**config.mk**
```make
export PLATFORM = sky130hd
export DESIGN_NAME = fpm_cycle_seq
export DESIGN_NICKNAME = d
export VERILOG_FILES = /design/src/rtl/fpm_seq_pkg.sv /design/src/rtl/fpm_tick_plan.sv /design/src/rtl/fpm_seq_ctrl.sv /design/src/rtl/fpm_pin_drv.sv /design/src/rtl/fpm_rd_capture.sv /design/src/rtl/fpm_cycle_seq.sv
export SDC_FILE = /design/constraint.sdc
export NUM_CORES = 1
export LEC_CHECK = 0
export BUFFER_PORTS_ARGS = -buffer_cell sky130_fd_sc_hd__buf_2
export CAP_MARGIN = 20
export CELL_PAD_IN_SITES_DETAIL_PLACEMENT = 0
export CELL_PAD_IN_SITES_GLOBAL_PLACEMENT = 1
export CORE_UTILIZATION = 40
export DETAILED_ROUTE_END_ITERATION = 10
export PLACE_DENSITY = 0.77
export SLEW_MARGIN = 30
export SYNTH_ARGS = -nofsm -noshare
export SYNTH_HDL_FRONTEND = slang
export SYNTH_SLANG_ARGS = --single-unit
```
**constraint.sdc**
```tcl
create_clock -name clk -period 2.5 [get_ports clk]
set_input_delay 0.25 -clock clk [delete_from_list [all_inputs] [get_ports clk]]
set_output_delay 0.25 -clock clk [all_outputs]
set_load 0.005 [all_outputs]
```
**src/rtl/fpm_seq_pkg.sv**
```systemverilog
package fpm_seq_pkg;

  localparam int TICK_W = 4;

  typedef logic [TICK_W-1:0] tick_t;

  typedef enum logic [1:0] {
    ST_IDLE   = 2'd0,
    ST_SETUP  = 2'd1,
    ST_ACTIVE = 2'd2
  } seq_state_e;

  // row setup before the row strobe falls, in half-clock ticks (11 behaves as 00)
  function automatic tick_t row_setup_ticks(input logic [1:0] row_tim);
    case (row_tim)
      2'b01:   return tick_t'(3);
      2'b10:   return tick_t'(2);
      default: return tick_t'(4);
    endcase
  endfunction

  // precharge requirement tracks the row setup selection
  function automatic tick_t prech_ticks(input logic [1:0] row_tim);
    return row_setup_ticks(row_tim);
  endfunction

  // row strobe to column strobe delay, in ticks
  function automatic tick_t strobe_gap_ticks(input logic [1:0] row_tim,
                                             input logic rcd_short);
    tick_t base;
    base = (row_tim == 2'b01) ? tick_t'(2) : tick_t'(3);
    return rcd_short ? base : base + tick_t'(2);
  endfunction

  // minimum total access length, setup plus row-low time, in ticks
  function automatic tick_t cycle_ticks(input logic [1:0] cyc_len);
    case (cyc_len)
      2'b01:   return tick_t'(8);
      2'b10:   return tick_t'(6);
      default: return tick_t'(10);
    endcase
  endfunction

  // row-low time: at least two column-low ticks, stretched to meet the cycle length
  function automatic tick_t row_low_ticks(input tick_t gap, input tick_t setup,
                                          input tick_t cyc);
    tick_t by_gap;
    tick_t by_cyc;
    by_gap = gap + tick_t'(2);
    by_cyc = cyc - setup;
    return (by_cyc > by_gap) ? by_cyc : by_gap;
  endfunction

endpackage

```
**src/rtl/fpm_tick_plan.sv**
```systemverilog
module fpm_tick_plan
  import fpm_seq_pkg::*;
(
  input  logic [1:0] cyc_len,
  input  logic [1:0] row_tim,
  input  logic       rcd_short,
  output tick_t      setup_t,
  output tick_t      gap_t,
  output tick_t      low_t,
  output tick_t      prech_t
);

  tick_t cyc_t;

  always_comb begin
    setup_t = row_setup_ticks(row_tim);
    gap_t   = strobe_gap_ticks(row_tim, rcd_short);
    cyc_t   = cycle_ticks(cyc_len);
    low_t   = row_low_ticks(gap_t, setup_t, cyc_t);
    prech_t = prech_ticks(row_tim);
  end

endmodule

```
**src/rtl/fpm_seq_ctrl.sv**
```systemverilog
module fpm_seq_ctrl
  import fpm_seq_pkg::*;
#(
  parameter int ADDR_W = 19,
  parameter int DATA_W = 16
) (
  input  logic              clk,
  input  logic              rst_n,
  input  logic              req_valid,
  input  logic              req_write,
  input  logic [ADDR_W-1:0] req_addr,
  input  logic [DATA_W-1:0] req_wdata,
  input  logic [1:0]        cfg_cyc_len,
  input  logic [1:0]        cfg_row_tim,
  input  logic              cfg_rcd_short,
  output seq_state_e        state,
  output tick_t             cnt,
  output tick_t             gap_q,
  output tick_t             prech_q,
  output logic              write_q,
  output logic [ADDR_W-1:0] addr_q,
  output logic [DATA_W-1:0] wdata_q,
  output logic              accept,
  output logic              cycle_end
);

  tick_t setup_live, gap_live, low_live, prech_live;
  tick_t setup_q, low_q;
  logic  setup_last;

  fpm_tick_plan u_plan (
    .cyc_len   (cfg_cyc_len),
    .row_tim   (cfg_row_tim),
    .rcd_short (cfg_rcd_short),
    .setup_t   (setup_live),
    .gap_t     (gap_live),
    .low_t     (low_live),
    .prech_t   (prech_live)
  );

  assign accept     = (state == ST_IDLE) && req_valid;
  assign setup_last = (state == ST_SETUP) && (cnt == setup_q - tick_t'(1));
  assign cycle_end  = (state == ST_ACTIVE) && (cnt == low_q - tick_t'(1));

  always_ff @(posedge clk or negedge rst_n) begin
    if (!rst_n) begin
      state   <= ST_IDLE;
      cnt     <= '0;
      setup_q <= tick_t'(4);
      gap_q   <= tick_t'(5);
      low_q   <= tick_t'(7);
      prech_q <= tick_t'(4);
      write_q <= 1'b0;
      addr_q  <= '0;
      wdata_q <= '0;
    end else begin
      case (state)
        ST_IDLE: begin
          if (accept) begin
            state   <= ST_SETUP;
            cnt     <= '0;
            setup_q <= setup_live;
            gap_q   <= gap_live;
            low_q   <= low_live;
            prech_q <= prech_live;
            write_q <= req_write;
            addr_q  <= req_addr;
            wdata_q <= req_wdata;
          end
        end
        ST_SETUP: begin
          if (setup_last) begin
            state <= ST_ACTIVE;
            cnt   <= '0;
          end else begin
            cnt <= cnt + tick_t'(1);
          end
        end
        ST_ACTIVE: begin
          if (cycle_end) begin
            state <= ST_IDLE;
            cnt   <= '0;
          end else begin
            cnt <= cnt + tick_t'(1);
          end
        end
        default: begin
          state <= ST_IDLE;
          cnt   <= '0;
        end
      endcase
    end
  end

endmodule

```
**src/rtl/fpm_pin_drv.sv**
```systemverilog
module fpm_pin_drv
  import fpm_seq_pkg::*;
#(
  parameter int ROW_W  = 10,
  parameter int COL_W  = 9,
  parameter int DATA_W = 16,
  localparam int ADDR_W = ROW_W + COL_W,
  localparam int MUX_W  = (ROW_W > COL_W) ? ROW_W : COL_W
) (
  input  seq_state_e        state,
  input  tick_t             cnt,
  input  tick_t             gap_q,
  input  logic              write_q,
  input  logic [ADDR_W-1:0] addr_q,
  input  logic [DATA_W-1:0] wdata_q,
  output logic              ras_n,
  output logic              cas_n,
  output logic              we_n,
  output logic              oe_n,
  output logic              col_sel,
  output logic [MUX_W-1:0]  mux_addr,
  output logic [DATA_W-1:0] dq_out,
  output logic              dq_oe
);

  logic             active;
  logic             col_phase;
  logic             cas_phase;
  logic [MUX_W-1:0] row_ext;
  logic [MUX_W-1:0] col_ext;

  generate
    if (MUX_W > ROW_W) begin : g_row_pad
      assign row_ext = {{(MUX_W-ROW_W){1'b0}}, addr_q[ADDR_W-1:COL_W]};
    end else begin : g_row_fit
      assign row_ext = addr_q[ADDR_W-1:COL_W];
    end
    if (MUX_W > COL_W) begin : g_col_pad
      assign col_ext = {{(MUX_W-COL_W){1'b0}}, addr_q[COL_W-1:0]};
    end else begin : g_col_fit
      assign col_ext = addr_q[COL_W-1:0];
    end
  endgenerate

  always_comb begin
    active    = (state == ST_ACTIVE);
    col_phase = active && (cnt >= gap_q - tick_t'(1));
    cas_phase = active && (cnt >= gap_q);
    ras_n     = !active;
    cas_n     = !cas_phase;
    col_sel   = col_phase;
    we_n      = !(col_phase && write_q);
    dq_oe     = cas_phase && write_q;
    oe_n      = !(cas_phase && !write_q);
    mux_addr  = col_phase ? col_ext : row_ext;
    dq_out    = dq_oe ? wdata_q : '0;
  end

endmodule

```
**src/rtl/fpm_rd_capture.sv**
```systemverilog
module fpm_rd_capture #(
  parameter int DATA_W = 16
) (
  input  logic              clk,
  input  logic              rst_n,
  input  logic              cycle_end,
  input  logic              write_q,
  input  logic [DATA_W-1:0] dq_in,
  output logic              done,
  output logic [DATA_W-1:0] rdata
);

  always_ff @(posedge clk or negedge rst_n) begin
    if (!rst_n) begin
      done  <= 1'b0;
      rdata <= '0;
    end else begin
      done <= cycle_end;
      if (cycle_end && !write_q) rdata <= dq_in;
    end
  end

endmodule

```
**src/rtl/fpm_cycle_seq.sv**
```systemverilog
module fpm_cycle_seq
  import fpm_seq_pkg::*;
#(
  parameter int ROW_W  = 10,
  parameter int COL_W  = 9,
  parameter int DATA_W = 16,
  localparam int ADDR_W = ROW_W + COL_W,
  localparam int MUX_W  = (ROW_W > COL_W) ? ROW_W : COL_W
) (
  input  logic              clk,
  input  logic              rst_n,
  input  logic              req_valid,
  input  logic              req_write,
  input  logic [ADDR_W-1:0] req_addr,
  input  logic [DATA_W-1:0] req_wdata,
  output logic              req_ready,
  input  logic [1:0]        cfg_cyc_len,
  input  logic [1:0]        cfg_row_tim,
  input  logic              cfg_rcd_short,
  output logic              rsp_done,
  output logic [DATA_W-1:0] rsp_rdata,
  output logic              dram_ras_n,
  output logic              dram_cas_n,
  output logic              dram_we_n,
  output logic              dram_oe_n,
  output logic [MUX_W-1:0]  dram_addr,
  output logic              dram_col_sel,
  output logic [DATA_W-1:0] dram_dq_out,
  output logic              dram_dq_oe,
  input  logic [DATA_W-1:0] dram_dq_in
);

  seq_state_e        state;
  tick_t             cnt;
  tick_t             gap_q;
  tick_t             prech_q;
  logic              write_q;
  logic [ADDR_W-1:0] addr_q;
  logic [DATA_W-1:0] wdata_q;
  logic              accept;
  logic              cycle_end;

  fpm_seq_ctrl #(.ADDR_W(ADDR_W), .DATA_W(DATA_W)) u_ctrl (
    .clk           (clk),
    .rst_n         (rst_n),
    .req_valid     (req_valid),
    .req_write     (req_write),
    .req_addr      (req_addr),
    .req_wdata     (req_wdata),
    .cfg_cyc_len   (cfg_cyc_len),
    .cfg_row_tim   (cfg_row_tim),
    .cfg_rcd_short (cfg_rcd_short),
    .state         (state),
    .cnt           (cnt),
    .gap_q         (gap_q),
    .prech_q       (prech_q),
    .write_q       (write_q),
    .addr_q        (addr_q),
    .wdata_q       (wdata_q),
    .accept        (accept),
    .cycle_end     (cycle_end)
  );

  fpm_pin_drv #(.ROW_W(ROW_W), .COL_W(COL_W), .DATA_W(DATA_W)) u_pins (
    .state    (state),
    .cnt      (cnt),
    .gap_q    (gap_q),
    .write_q  (write_q),
    .addr_q   (addr_q),
    .wdata_q  (wdata_q),
    .ras_n    (dram_ras_n),
    .cas_n    (dram_cas_n),
    .we_n     (dram_we_n),
    .oe_n     (dram_oe_n),
    .col_sel  (dram_col_sel),
    .mux_addr (dram_addr),
    .dq_out   (dram_dq_out),
    .dq_oe    (dram_dq_oe)
  );

  fpm_rd_capture #(.DATA_W(DATA_W)) u_cap (
    .clk       (clk),
    .rst_n     (rst_n),
    .cycle_end (cycle_end),
    .write_q   (write_q),
    .dq_in     (dram_dq_in),
    .done      (rsp_done),
    .rdata     (rsp_rdata)
  );

  assign req_ready = (state == ST_IDLE);

endmodule

```
* After elaboration in Yosys (flattened, before gate mapping)
Index checks and enable logic that the tools add are counted.
Cells by class: add/sub/neg operators 7, order comparisons 3, equal/unequal tests 11, multiplexer cells 15, reductions and logical operators 17
Operator list (number):
- 16-bit two-way mux | 1
- 4-bit two-way mux | 4
- 4-bit case mux with 3 select lines | 1
- 4-bit by 1-bit subtractor with 4-bit output, second input constant | 3
- 10-bit two-way mux | 1
- 1-bit logical AND | 9
- 4-bit == test | 2
- 4-bit greater-or-equal comparator | 2
- 4-bit case mux with 2 select lines | 1
- 2-bit by 1-bit == test with 1-bit output, second input constant | 3
- 2-bit == test, second input constant | 3
- 2-bit two-way mux | 3
- 2-bit by 1-bit inequality test with 1-bit output, second input constant | 3
- 2-bit case mux with 3 select lines | 1
- 3-bit case mux with 2 select lines | 1
- 1-bit logical NOT | 5
- 3-bit by 2-bit adder with 4-bit output, second input constant | 1
- 4-bit by 1-bit adder with 4-bit output, second input constant | 1
- 4-bit > comparator | 1
- 4-bit subtractor | 1
- 2-bit by 2-bit adder with 3-bit output, second input constant | 1
- 3-bit two-way mux | 1
- 3-bit AND reduction | 1
- 2-bit logical NOT | 1
- 2 further kinds | 2
Storage, ports and cells: bits in registers 71, bits of input ports 60, output and inout bits 50, word-level logic and storage cells 63

* Longest topological paths before layout
depth after elaboration 7, gate-level depth with buffers 12, mapped depth without buffers 12

* Modules after synthesis
Synthesis repeated with hierarchy kept, for this count alone.
Unflattened totals: cells, all modules 370, area total of the unflattened synthesis 4242.8 µm²
By module, submodules not included:
- fpm_seq_ctrl | times used 1, cells each 179, area an instance 2468.6 µm², sequential area each 1460.2 µm²
- fpm_pin_drv | times used 1, cells each 123, area an instance 838.3 µm², sequential area each 0.0 µm²
- fpm_rd_capture | times used 1, cells each 36, area an instance 688.2 µm², sequential area each 425.4 µm²
- fpm_tick_plan | times used 1, cells each 31, area an instance 244.0 µm², sequential area each 0.0 µm²
- fpm_cycle_seq | times used 1, cells each 1, area an instance 3.8 µm², sequential area each 0.0 µm²

* Worst setup path before layout
OpenSTA, ideal clock, no wires.
path type input to register, start input cfg_row_tim[1], end register u_ctrl.low_q[1], library setup time 0.080 ns, data arrival time 2.317 ns, data required time 2.420 ns, path slack 0.103 ns, stages on the path 12, buffers on the path 0, cell sequence inv_1 -> ha_1 -> inv_1 -> fa_1 -> inv_1 -> ha_1 -> a21oi_1 -> a31oi_1 -> nand2_1 -> nand2_1 -> mux2_2 -> o21ai_0
Between the ends: elaborated cells between the ends (all ways) 10, those cells by class add/sub: 3; order compare: 1; eq/ne: 2; mux: 4
RTL lines:
- start: declaration | RTL line fpm_cycle_seq.sv:18 | input logic [1:0] cfg_row_tim,
- 2-bit == test / 2-bit by 1-bit == test with 1-bit output (equally long branches) | RTL line fpm_seq_pkg.sv:15 | case (row_tim)
- 3-bit case mux with 2 select lines (*) | RTL line fpm_seq_pkg.sv:15
- via u_ctrl.setup_live[2] | RTL line fpm_seq_ctrl.sv:27 | tick_t setup_live, gap_live, low_live, prech_live;
- 4-bit subtractor (*) | RTL line fpm_seq_pkg.sv:50 | by_cyc = cyc - setup;
- 4-bit > comparator (*) | RTL line fpm_seq_pkg.sv:51 | return (by_cyc > by_gap) ? by_cyc : by_gap;
- 4-bit two-way mux (*) | RTL line fpm_seq_pkg.sv:51
- end signal: assignment | RTL line fpm_seq_ctrl.sv:51 | low_q <= tick_t'(7);
- end signal: assignment | RTL line fpm_seq_ctrl.sv:64 | low_q <= low_live;
- end: declaration | RTL line fpm_seq_ctrl.sv:28 | tick_t setup_q, low_q;
The timed path passes the listed nets; every way through them passes the cells marked *. A chain may end at the register's enable or synchronous reset.

* Worst setup path in the final report
start register u_ctrl.gap_q[0], end output dram_addr[7]
Between the ends: word-level cells in the longest chain between the ends 4
Ends and longest elaborated chain:
- start: declaration | RTL line fpm_seq_ctrl.sv:18 | output tick_t gap_q,
- start signal: assignment | RTL line fpm_seq_ctrl.sv:50 | gap_q <= tick_t'(5);
- start signal: assignment | RTL line fpm_seq_ctrl.sv:63 | gap_q <= gap_live;
- 4-bit by 1-bit subtractor with 4-bit output | RTL line fpm_pin_drv.sv:47 | col_phase = active && (cnt >= gap_q - tick_t'(1));
- 4-bit greater-or-equal comparator | RTL line fpm_pin_drv.sv:47
- 1-bit logical AND | RTL line fpm_pin_drv.sv:47
- 10-bit two-way mux | RTL line fpm_pin_drv.sv:55 | mux_addr = col_phase ? col_ext : row_ext;
- end: declaration | RTL line fpm_cycle_seq.sv:26 | output logic [MUX_W-1:0] dram_addr,
Every way passes these cells.

==> summary.md <==
| Metric | Value |
|---|---|
| Synth cell count leaders | `mux2_2 (65), dfrtp_1 (63), ha_1 (18), inv_1 (18), and3_1 (16)` |
| Syn nets | `358` |
| Wire per inst | `14.2 um` |
| Tcrit/Tclk final | `110%` |
| Dpl hpwl | `5.22 mm` |
| Largest area contributor in the netlist | `dfrtp_1` |
| Core Box Area | `8260 um^2` |
| Comb power frac | `42.3%` |
| Die area | `8970 um^2` |
| Port Buf Inserts | `109` |
| FP Rows | `33` |
| Die Span Y | `94.7 um` |
| Global route hottest layer | `met2` |
| Number of enable flip-flop cells after synthesis | `0` |
| Max cap viols | `0` |
| # IOs | `110` |
| Final-report max-slew violation count | `0` |
| Antenna violations before repair | `0` |
| Reg2reg setup slack | `0.20 ns` |
| Net Switching | `about 0.0017 W` |
| Largest net degree at the start of global routing | `70` |
| Measured slew at the worst slew-check pin | `0.542 ns` |
| Data required time of the critical path | `between 2 and 2.5 ns` |
| DRT antenna net count | `0` |
| Worst setup endpoint | `dram_addr[7]` |
| Period minus WS final | `roughly 2.7 ns` |
| Iter 0 DRT Violations | `53` |
| Hold WS | `0.117 ns` |
| Vias in the first global route | `2477` |
| Root buffer cell | `clkbuf_8` |
| Total Routing Usage GR | `17.3%` |
| Yosys Warn Count | `0` |
| Drt pass-1 iters | `4` |
| Total power | `0.00524 W` |
| Maximum VDD drop | `approximately 0.67 mV` |
| Worst r2r src | `u_ctrl.low_q[0]` |
| Layout net count | `489` |
| Worst path most repeated cell | `buf_6` |
| Flop pwr share | `37.8%` |
| DR DRC count | `0` |
| Ratio of cells with drive above 1 in the final layout | `55.7%` |
| Met3 global-route usage | `3.95%` |
| CTS sink cnt | `69` |
| Yosys cell types | `35` |
| Register-to-Register Path Depth | `8` |
| Worst Path Arrival | `2.49 ns` |
| Status | `complete, but fails checks` |
| Gate Count Post-Synth | `279` |
| Path type of the worst setup path | `reg2out` |
| Syn avg cell area | `12.3 um^2` |
| Total stage count of the critical path | `11` |
| Met1 Resource Use GR | `23.2%` |
| Failing checks | `negative setup slack` |
| Hold Path Class | `in2reg` |
| Cell Area, Synth | `between 3000 and 4000 um^2` |
| GRT overflow | `0` |
| Later-pin clock latency in the skew report | `0.34 ns` |
| Switching Share | `32.0%` |
| Critical Path Start Type | `flop` |
| F_max | `~360 MHz` |
| Final Hold Viols | `0` |
| First-pass GRT wire length | `11.8 mm` |
| GR met2 Demand/Resource | `a little over a quarter` |
| Crit path capture type | `primary output` |
| RSZ-0062 raised after global routing | `yes` |
| Pwr dens | `1130 nW/um^2` |
| Worst-path clk slew | `0.08 ns` |
| Max_slew headroom | `between 60 and 70%` |
| CTS Buf Count | `9` |
| Post-synth top area share | `45.8%` |
| Crit path buf inv count | `4` |
| Slowest CP cell | `dfstp_2` |
| Crit-path leading delay family | `flip-flops` |
| Leak Pwr | `2.39 nW` |
| Ys flop type | `dfrtp_1` |
| Slowest stage delay, CP | `0.55 ns` |
| Count leader, synth | `mux2_2` |
| Worst setup path start | `u_ctrl.gap_q[0]` |
| Via count | `2526` |
| Antenna Cells | `0` |
| Initial core utilization | `a little over two fifths` |
| Register area share after synthesis | `50.4%` |
| Worst-path cell chain | `inv_2, buf_6, ha_4, nand2b_4, a21o_1, a21o_1, a21oi_2, nor2_4, buf_6, mux2_4, buf_6` |
| Gpl congestion | `0.745` |
| H-tree levels | `3` |
| Top post-synthesis cells by area | `dfrtp_1 (46%), mux2_2 (21%), ha_1 (6.5%)` |
| Share of total power in the clock network | `around a fifth` |
| CTS tree | `done` |
| Via density | `roughly 4.9` |
| Area Overhead vs Synth | `34.3%` |
| Critical-path maximum fanout | `6` |
| CTS Buffer Depth | `2` |
| Synthesized flop and latch total | `69` |
| Reg-to-Reg End | `u_ctrl.cnt[2]` |
| Final Setup Violations | `12` |
| Post-Route WL | `~7.4 mm` |
| Final setup margin | `-0.241 ns` |
| Ys async rst share | `between 90% and 100%` |
| Final clock skew | `0.0141 ns` |
| Internal Power | `0.00356 W` |
| Die Width | `around 95 um` |
[logic make-up (layout without fill, tap and decap cells)]
kind of cell	after synthesis	after routing	share of synthesized area, %
fa+ha+maj	19	19	7.13
flops	69	69	50.4
compound gates	27	27	4.58
mux	67	67	21.9
simple gates	56	56	8.84
xor+xnor	13	13	3.75
buf+inv	28	164	3.42
[sequential cells by signal (all words and copies together), names as in the netlist]
signal,count
u_ctrl.state,2
u_ctrl.wdata_q,16
u_ctrl.cnt,4
u_ctrl.low_q,4
u_ctrl.setup_q,3
u_cap.rdata,16
u_cap.done,1
u_ctrl.addr_q,19
u_ctrl.gap_q,3
u_ctrl.write_q,1
[per-layer routing]
| layer | vias to the layer above | part of all wire (%) |
|---|---|---|
| li1 | 1225 | - |
| met1 | 1232 | 47 |
| met2 | 61 | 48 |
| met3 | 8 | 4.3 |
| met4 | 0 | 1.1 |
| met5 | - | 0 |
[area by class of cell]
cell class / count / area (um^2)
Clock buffer: 10 / 138
Clock inverter: 6 / 93.8
Fill cell: 737 / 3640
Inverter: 18 / 67.6
Multi-Input combinational cell: 182 / 1670
Sequential cell: 69 / 1730
Tap cell: 105 / 131
Timing Repair Buffer: 130 / 785
[power groups by stage]
| stage | Clock [W] | Combinational, W | Sequential [W] |
|---|---|---|---|
| 3_5_place_dp | 0 | 0.00199 | 0.00199 |
| 2_1_floorplan | 0 | 0.00137 | 0.00192 |
| 4_1_cts | 0.00108 | 0.00218 | 0.00198 |
| 3_3_place_gp | 0 | 0.00193 | 0.00199 |
| 5_1_grt | 0.00113 | 0.00246 | 0.00206 |
| 6_report | 0.00105 | 0.00221 | 0.00198 |
[stage by stage]
step	setup TNS (ns)	cell area, um^2	cells	utilization (%)	worst slack (ns)
2_1_floorplan	0	3440	279	-	0.103
6_report	-2.18	4620	520	55.9	-0.241
5_1_grt	-4.16	4620	520	55.9	-0.317
3_5_place_dp	-4.18	4210	497	51.0	-0.421
4_1_cts	-2.27	4580	519	55.5	-0.248
3_3_place_gp	-2.71	4210	497	51.0	-0.296
[layout by cell type, fill, tap and decap left out, types with 2 or more instances in the layout]
| master | n |
|---|---|
| buf_2 | 106 |
| mux2_2 | 63 |
| dfrtp_1 | 63 |
| inv_1 | 17 |
| and3_1 | 16 |
| ha_1 | 15 |
| nand2_1 | 13 |
| buf_4 | 11 |
| o21ai_0 | 10 |
| clkbuf_8 | 10 |
| buf_6 | 9 |
| a21oi_1 | 7 |
| xnor2_1 | 7 |
| nor2_1 | 6 |
| dfstp_2 | 6 |
| nand3_1 | 4 |
| xor2_1 | 4 |
| nand2b_1 | 4 |
| a21o_1 | 3 |
| ha_4 | 3 |
| buf_12 | 3 |
| mux2_4 | 2 |
| nor3_1 | 2 |
| nand2_2 | 2 |
| or3_1 | 2 |
| a31oi_1 | 2 |
| mux2i_1 | 2 |
| bufinv_16 | 2 |
| inv_6 | 2 |
[repair_timing]
item,in CTS,in global routing
setup buffers,5,2
hold buffers,1,0
setup endpoints to repair,15,30
pin swaps,5,2
gates resized for setup,17,7
hold endpoints to repair,63,0
[worst min path at each step]
stage	cells past startpoint	endpoint	slack (ns)	startpoint
after global placement	2	u_cap.rdata[8]	0.30	rst_n
after global routing	2	u_cap.rdata[10]	0.11	dram_dq_in[10]
after floorplan	0	u_cap.done	-0.05	rst_n
after CTS	2	u_ctrl.gap_q[2]	0.10	cfg_rcd_short
after detailed placement	2	u_cap.rdata[8]	0.31	rst_n
final	2	u_ctrl.gap_q[2]	0.12	cfg_rcd_short
(Power assumes the default switching activity.)
